**src/rtl/gpio_pkg.sv**
```systemverilog
package gpio_pkg;
  localparam int BANK_W  = 32;
  localparam int ADDR_W  = 8;
  localparam int NWGRP   = 10;

  typedef enum logic [3:0] {
    G_DIR  = 4'd0,
    G_POL  = 4'd1,
    G_DATA = 4'd2,
    G_SET  = 4'd3,
    G_CLR  = 4'd4,
    G_RISE = 4'd5,
    G_FALL = 4'd6,
    G_HIGH = 4'd7,
    G_LOW  = 4'd8,
    G_STAT = 4'd9,
    G_EDGE = 4'd10
  } grp_e;

  function automatic logic [3:0] addr_group(input logic [ADDR_W-1:0] a);
    return a[7:4];
  endfunction

  function automatic logic [1:0] addr_bank(input logic [ADDR_W-1:0] a);
    return a[3:2];
  endfunction

  // pending update: write-one clear first, new events win
  function automatic logic [BANK_W-1:0] w1c_next(input logic [BANK_W-1:0] old,
                                                 input logic [BANK_W-1:0] clr,
                                                 input logic [BANK_W-1:0] ev);
    return (old & ~clr) | ev;
  endfunction

  function automatic logic [BANK_W-1:0] data_view(input logic [BANK_W-1:0] dir,
                                                  input logic [BANK_W-1:0] drv,
                                                  input logic [BANK_W-1:0] pin);
    return (dir & drv) | (~dir & pin);
  endfunction
endpackage

```
**src/rtl/gpio_sync.sv**
```systemverilog
module gpio_sync #(
  parameter int W = 32
) (
  input  logic         clk,
  input  logic         rst_n,
  input  logic [W-1:0] d,
  output logic [W-1:0] q
);
  logic [W-1:0] meta_q;

  always_ff @(posedge clk) begin
    if (!rst_n) begin
      meta_q <= '0;
      q      <= '0;
    end else begin
      meta_q <= d;
      q      <= meta_q;
    end
  end
endmodule

```
**src/rtl/gpio_bank.sv**
```systemverilog
module gpio_bank
  import gpio_pkg::*;
(
  input  logic              clk,
  input  logic              rst_n,
  input  logic [NWGRP-1:0]  wr_hit,
  input  logic [BANK_W-1:0] wdata,
  input  logic [BANK_W-1:0] sync_in,
  output logic [BANK_W-1:0] dir_o,
  output logic [BANK_W-1:0] out_o,
  output logic [BANK_W-1:0] pol_o,
  output logic [BANK_W-1:0] rise_o,
  output logic [BANK_W-1:0] fall_o,
  output logic [BANK_W-1:0] high_o,
  output logic [BANK_W-1:0] low_o,
  output logic [BANK_W-1:0] stat_o,
  output logic [BANK_W-1:0] edge_o,
  output logic              ev_o
);
  logic [BANK_W-1:0] prev_q;
  logic [BANK_W-1:0] eff_in, rise_ev, fall_ev, lvl_ev, edge_ev, clr_mask;

  assign eff_in   = sync_in ^ pol_o;
  assign rise_ev  = rise_o & eff_in & ~prev_q;
  assign fall_ev  = fall_o & ~eff_in & prev_q;
  assign lvl_ev   = (high_o & eff_in) | (low_o & ~eff_in);
  assign edge_ev  = rise_ev | fall_ev;
  assign clr_mask = wr_hit[G_STAT] ? wdata : '0;
  assign ev_o     = |(edge_ev | lvl_ev);

  always_ff @(posedge clk) begin
    if (!rst_n) begin
      dir_o  <= '0;
      out_o  <= '0;
      pol_o  <= '0;
      rise_o <= '0;
      fall_o <= '0;
      high_o <= '0;
      low_o  <= '0;
      stat_o <= '0;
      edge_o <= '0;
      prev_q <= '0;
    end else begin
      if (wr_hit[G_DIR])  dir_o  <= wdata;
      if (wr_hit[G_POL])  pol_o  <= wdata;
      if (wr_hit[G_RISE]) rise_o <= wdata;
      if (wr_hit[G_FALL]) fall_o <= wdata;
      if (wr_hit[G_HIGH]) high_o <= wdata;
      if (wr_hit[G_LOW])  low_o  <= wdata;
      if (wr_hit[G_DATA])      out_o <= wdata;
      else if (wr_hit[G_SET])  out_o <= out_o | wdata;
      else if (wr_hit[G_CLR])  out_o <= out_o & ~wdata;
      prev_q <= eff_in;
      stat_o <= w1c_next(stat_o, clr_mask, edge_ev | lvl_ev);
      edge_o <= w1c_next(edge_o, clr_mask, edge_ev);
    end
  end
endmodule

```
**src/rtl/banked_gpio.sv**
```systemverilog
module banked_gpio
  import gpio_pkg::*;
#(
  parameter int NBANKS = 3,
  localparam int NL    = NBANKS * BANK_W
) (
  input  logic              clk,
  input  logic              rst_n,
  input  logic              bus_wr,
  input  logic [ADDR_W-1:0] bus_addr,
  input  logic [BANK_W-1:0] bus_wdata,
  output logic [BANK_W-1:0] bus_rdata,
  input  logic [NL-1:0]     pin_in,
  output logic [NL-1:0]     pin_out,
  output logic [NL-1:0]     pin_oe,
  output logic              irq
);
  logic [3:0] grp;
  logic [1:0] bnk;
  logic       unused_addr;

  assign grp         = addr_group(bus_addr);
  assign bnk         = addr_bank(bus_addr);
  assign unused_addr = ^bus_addr[1:0];

  logic [NBANKS-1:0][BANK_W-1:0] dir_a, out_a, pol_a, rise_a, fall_a;
  logic [NBANKS-1:0][BANK_W-1:0] high_a, low_a, stat_a, edge_a, sync_a;
  logic [NBANKS-1:0]             ev_a;

  // flattened views for the checker
  logic [NL-1:0] stat_flat, en_flat;
  logic          ev_any;

  genvar b;
  generate
    for (b = 0; b < NBANKS; b++) begin : g_bank
      logic [NWGRP-1:0] hit;
      for (genvar g = 0; g < NWGRP; g++) begin : g_hit
        assign hit[g] = bus_wr && (bnk == 2'(b)) && (grp == 4'(g));
      end

      gpio_sync #(.W(BANK_W)) u_sync (
        .clk   (clk),
        .rst_n (rst_n),
        .d     (pin_in[b*BANK_W +: BANK_W]),
        .q     (sync_a[b])
      );

      gpio_bank u_bank (
        .clk     (clk),
        .rst_n   (rst_n),
        .wr_hit  (hit),
        .wdata   (bus_wdata),
        .sync_in (sync_a[b]),
        .dir_o   (dir_a[b]),
        .out_o   (out_a[b]),
        .pol_o   (pol_a[b]),
        .rise_o  (rise_a[b]),
        .fall_o  (fall_a[b]),
        .high_o  (high_a[b]),
        .low_o   (low_a[b]),
        .stat_o  (stat_a[b]),
        .edge_o  (edge_a[b]),
        .ev_o    (ev_a[b])
      );

      assign pin_out[b*BANK_W +: BANK_W]   = out_a[b];
      assign pin_oe[b*BANK_W +: BANK_W]    = dir_a[b];
      assign stat_flat[b*BANK_W +: BANK_W] = stat_a[b];
      assign en_flat[b*BANK_W +: BANK_W]   = rise_a[b] | fall_a[b] | high_a[b] | low_a[b];
    end
  endgenerate

  assign ev_any = |ev_a;
  assign irq    = |stat_flat;

  always_comb begin
    bus_rdata = '0;
    for (int i = 0; i < NBANKS; i++) begin
      if (bnk == 2'(i)) begin
        case (grp)
          G_DIR:   bus_rdata = dir_a[i];
          G_POL:   bus_rdata = pol_a[i];
          G_DATA:  bus_rdata = data_view(dir_a[i], out_a[i], sync_a[i]);
          G_RISE:  bus_rdata = rise_a[i];
          G_FALL:  bus_rdata = fall_a[i];
          G_HIGH:  bus_rdata = high_a[i];
          G_LOW:   bus_rdata = low_a[i];
          G_STAT:  bus_rdata = stat_a[i];
          G_EDGE:  bus_rdata = edge_a[i];
          default: bus_rdata = '0;
        endcase
      end
    end
  end
endmodule

```
**config.mk**
```make
export PLATFORM = sky130hd
export DESIGN_NAME = banked_gpio
export DESIGN_NICKNAME = d
export VERILOG_FILES = /design/src/rtl/gpio_pkg.sv /design/src/rtl/gpio_sync.sv /design/src/rtl/gpio_bank.sv /design/src/rtl/banked_gpio.sv
export SDC_FILE = /design/constraint.sdc
export NUM_CORES = 2
export LEC_CHECK = 0
export BUFFER_PORTS_ARGS = -buffer_cell sky130_fd_sc_hd__buf_2
export CAP_MARGIN = 0
export CORE_MARGIN = 1.5
export CORE_UTILIZATION = 35
export CTS_CLUSTER_SIZE = 10
export DETAILED_ROUTE_END_ITERATION = 6
export GPL_TIMING_DRIVEN = 0
export PLACE_DENSITY_LB_ADDON = 0.2
export RECOVER_POWER = 25
export SLEW_MARGIN = 20
export SYNTH_ARGS = -nofsm -noshare
export SYNTH_HDL_FRONTEND = slang
export SYNTH_SLANG_ARGS = --single-unit
```
**constraint.sdc**
```tcl
create_clock -name clk -period 4.6 [get_ports clk]
set_input_delay 1.38 -clock clk [delete_from_list [all_inputs] [get_ports clk]]
set_output_delay 1.38 -clock clk [all_outputs]
set_load 0.005 [all_outputs]
```
==> flow_summary_export.csv <==
group,metric,value,unit
final_layout,layout_common_cells,"nand2_1, dfxtp_1, a21oi_1, buf_2, clkbuf_1",
timing,fin_ws,-0.714,ns
timing,fmax,188,MHz
worst_setup_path,crit_required,3.22,ns
synth,synth_cells,5924,
synth,synth_edf_count,0,
final_layout,final_common_cell,"nand2_1",
synth,ys_seq_elements,1152,
synth,synth_area,48300,um^2
timing,rsz0062_at_grt,"true",
detailed_routing,drtIter0Drc,8818,
pwr,p_sw,0.00644,W
clock_tree,clockBufferDepth,3,
clock_tree,clk_latency,0.81,ns
synth,synth.avg_cell_area,8.15,um^2
pwr,p_sw_share,27.6,%
pwr,power.share.combinational,10.5,%
placed_design,io_buffers,328,
timing,clock_skew,0.0314,ns
worst_setup_path,critPathMaxFanout,8,
clock_tree,root_buffer,"clkbuf_16",
detailed_routing,vias_per_cell,6.26,
die,pin_count,364,
placed_design,dpl-instance-area,52800,um^2
global_route,grt_first_pass_wirelength,420000,um
timing,final-setup-viol-count,33,
worst_setup_path,worst_setup_path_start_kind,"input pin",
detailed_routing,vias,53538,
global_route,antenna_found_initial,39,
status,violations,"DRC, capacitance limit, slew limit, setup timing",
synth,synth_top_area_share,47.8,%
pwr,power_leakage,22.3,nW
placed_design,post-dp-hpwl,231000,um
pwr,power.density,367,nW/um^2
die,initial_core_util,35.2,%
pwr,seqPwrFrac,43.9,%
run,drv_cap,2,
timing,slew_violations,22,
detailed_routing,postRouteAntennaNets,0,
pwr,peakVddDrop,0.000288,V
die,dieArea,140000,um^2
timing,worst_pin_slew,1.65,ns
synth,synth_top_cells_by_area,"dfxtp_1, nand2_1, a21oi_1, mux2i_1, a22oi_1",
global_route,grt_pass1_vias,47320,
synth,async_reset_ff_share,0,%
synth,yosysWarnings,0,
synth,syn_nets,6063,
pwr,power.internal,0.0169,W
timing,period_needed,5.31,ns
timing,hold_viol_final,0,
final_layout,drive_gt1_share,19.3,%
worst_setup_path,crit_type,"input pin to output pin",
synth,synth_largest_area_cell,"dfxtp_1",
synth,synth_cell_types,79,
detailed_routing,first_pass_iters,7,
die,die_h,374,um
clock_tree,clkSinkCount,1152,
die,rows,136,
detailed_routing,wire_per_inst,37.8,um
clock_tree,cts_buffers,141,
synth,yosysSeqAreaShare,47.8,%
final_layout,final_net_count,6810,
timing,slew_headroom,-10.1,%
pwr,pwr-share-clk,45.6,%
global_route,grt_usage,44.2,%
global_route,grt_max_degree,17,
timing,holdWs,0.424,ns
placed_design,routabilityCongestion,1.05,
die,die_w,374,um
clock_tree,cts.reportedPaths.clkPinSlew,0.05,ns
clock_tree,cts_tree,"yes",
worst_setup_path,arrival,3.93,ns
global_route,overflow,0,
clock_tree,cts_hold_buf,0,
die,core-area,137000,um^2
final_layout,area_growth,31.8,%
final_layout,stdcell_area,63600,um^2
worst_hold_path,hold_class,"flop to flop",
worst_setup_path,cp-end-kind,"output pin",
synth,synthFlopType,"dfxtp_1",
clock_tree,h-tree-depth,4,
timing,post-route-period-util,116,%
detailed_routing,wirelength,323000,um
detailed_routing,drcViolationCount,43,
status,status,"finished with violations",
placed_design,post-place-ws,-2.32,ns
## routing by layer
| layer | GRT usage (%) | wire length, um | part of all wire (%) |
|---|---|---|---|
| met5 | 0.446 | 292 | 0.090 |
| met4 | 34.7 | 30000 | 9.3 |
| met3 | 18.4 | 46800 | 14 |
| met2 | 58.6 | 124000 | 38 |
| met1 | 55.7 | 122000 | 38 |
## flip-flops by register name (all words and copies together) (netlist names), named ones only
register / cells
g_bank.u_bank.stat_o: 96
g_bank.u_bank.edge_o: 96
g_bank.u_bank.dir_o: 96
g_bank.u_bank.low_o: 96
g_bank.u_bank.high_o: 96
g_bank.u_sync.q: 96
g_bank.u_bank.prev_q: 96
g_bank.u_bank.rise_o: 96
g_bank.u_sync.meta_q: 96
g_bank.u_bank.pol_o: 96
g_bank.u_bank.fall_o: 96
## area by class of cell
cell class / count / area [um^2]
repair buffers: 606 / 4890
plain buffers: 496 / 3970
fillers: 13518 / 73600
diodes: 28 / 70.1
multi-input cells: 4255 / 25100
well taps: 1794 / 2240
clock inverters: 14 / 136
flip-flops and latches: 1152 / 23100
inverters: 19 / 96.3
clock buffers: 189 / 4020
## path summary, 6_finish.rpt
kind	slack, ns	end	from	depth (start not counted)
max	-0.71	bus_rdata[16]	bus_addr[6]	14
min	0.42	g_bank[1].u_sync.q[23]	g_bank[1].u_sync.meta_q[23]	1
max reg2reg	3.00	g_bank[2].u_bank.edge_o[25]	g_bank[2].u_sync.q[25]	4
min reg2reg	0.42	g_bank[1].u_sync.q[23]	g_bank[1].u_sync.meta_q[23]	1
## repair_timing
action,4_1_cts,5_1_grt
pin swaps,103,99
endpoints found under the setup margin,75,33
gates cloned,6,3
gates resized for setup,715,189
buffers inserted,187,63
## power by group through the flow
stage,Sequential [W],Clock [W],Combinational [W]
after global placement,0.0104,0,0.00173
after CTS,0.0102,0.0106,0.00218
after global routing,0.0102,0.0110,0.00238
final,0.0102,0.0106,0.00246
after detailed placement,0.0104,0,0.00178
after floorplan,0.0104,0,0.000701
## cells by family after synthesis
kind of cell           after synthesis  synth area share, %
AO/OA/AOI/OAI                     1659                 20.7
buffers and inverters              517                 4.58
multiplexers                       231                 4.93
AND/OR/NAND/NOR                   2269                 20.3
XOR/XNOR                            96                 1.74
flip-flops                        1152                 47.8
## stage by stage
step | setup TNS (ns) | power [W] | utilization (%) | cells
after floorplan | 0 | 0.0111 | - | 5924
after global placement | -685.06 | 0.0122 | 38.0 | 8046
after detailed placement | -254.62 | 0.0122 | 38.5 | 8070
after CTS | -10.18 | 0.0230 | 45.3 | 8465
after global routing | -14.68 | 0.0236 | 46.3 | 8534
final | -15.96 | 0.0233 | 46.4 | 8553
## worst max-delay path, cell delays in order
cell and delay [ns]:
buf_12 0.11, buf_12 0.14, buf_12 0.13, nor4b_4 0.32, buf_6 0.17, buf_12 0.16
buf_12 0.13, buf_16 0.16, buf_12 0.15, nand3b_1 0.13, o21ai_4 0.10, o21ai_4 0.14
a221oi_4 0.49, buf_2 0.19
## synth_stat cells (6+ instances only)
master,number
a2111oi_0,15
o22ai_1,57
a222oi_1,9
o211ai_1,27
o2111ai_1,9
buf_2,160
xnor2_1,96
nand2_1,1652
mux2i_1,193
nor2_1,202
mux2_2,34
nand3b_1,10
nor2b_1,9
o21ai_1,79
a211oi_1,16
buf_1,10
nand3_1,6
a22oi_1,168
o21ai_0,96
nor3b_1,102
a221o_1,17
clkbuf_1,313
a22o_1,37
a32oi_1,12
nand2b_1,9
o221ai_1,16
nand4_1,6
o32ai_1,8
a31oi_1,200
nor4_1,31
a221oi_1,20
and2_1,200
buf_4,11
or3b_1,6
dfxtp_1,1152
o31ai_1,15
inv_1,16
nor3_1,10
a21oi_1,811
o2bb2ai_1,7
(Power assumes the default switching activity.)
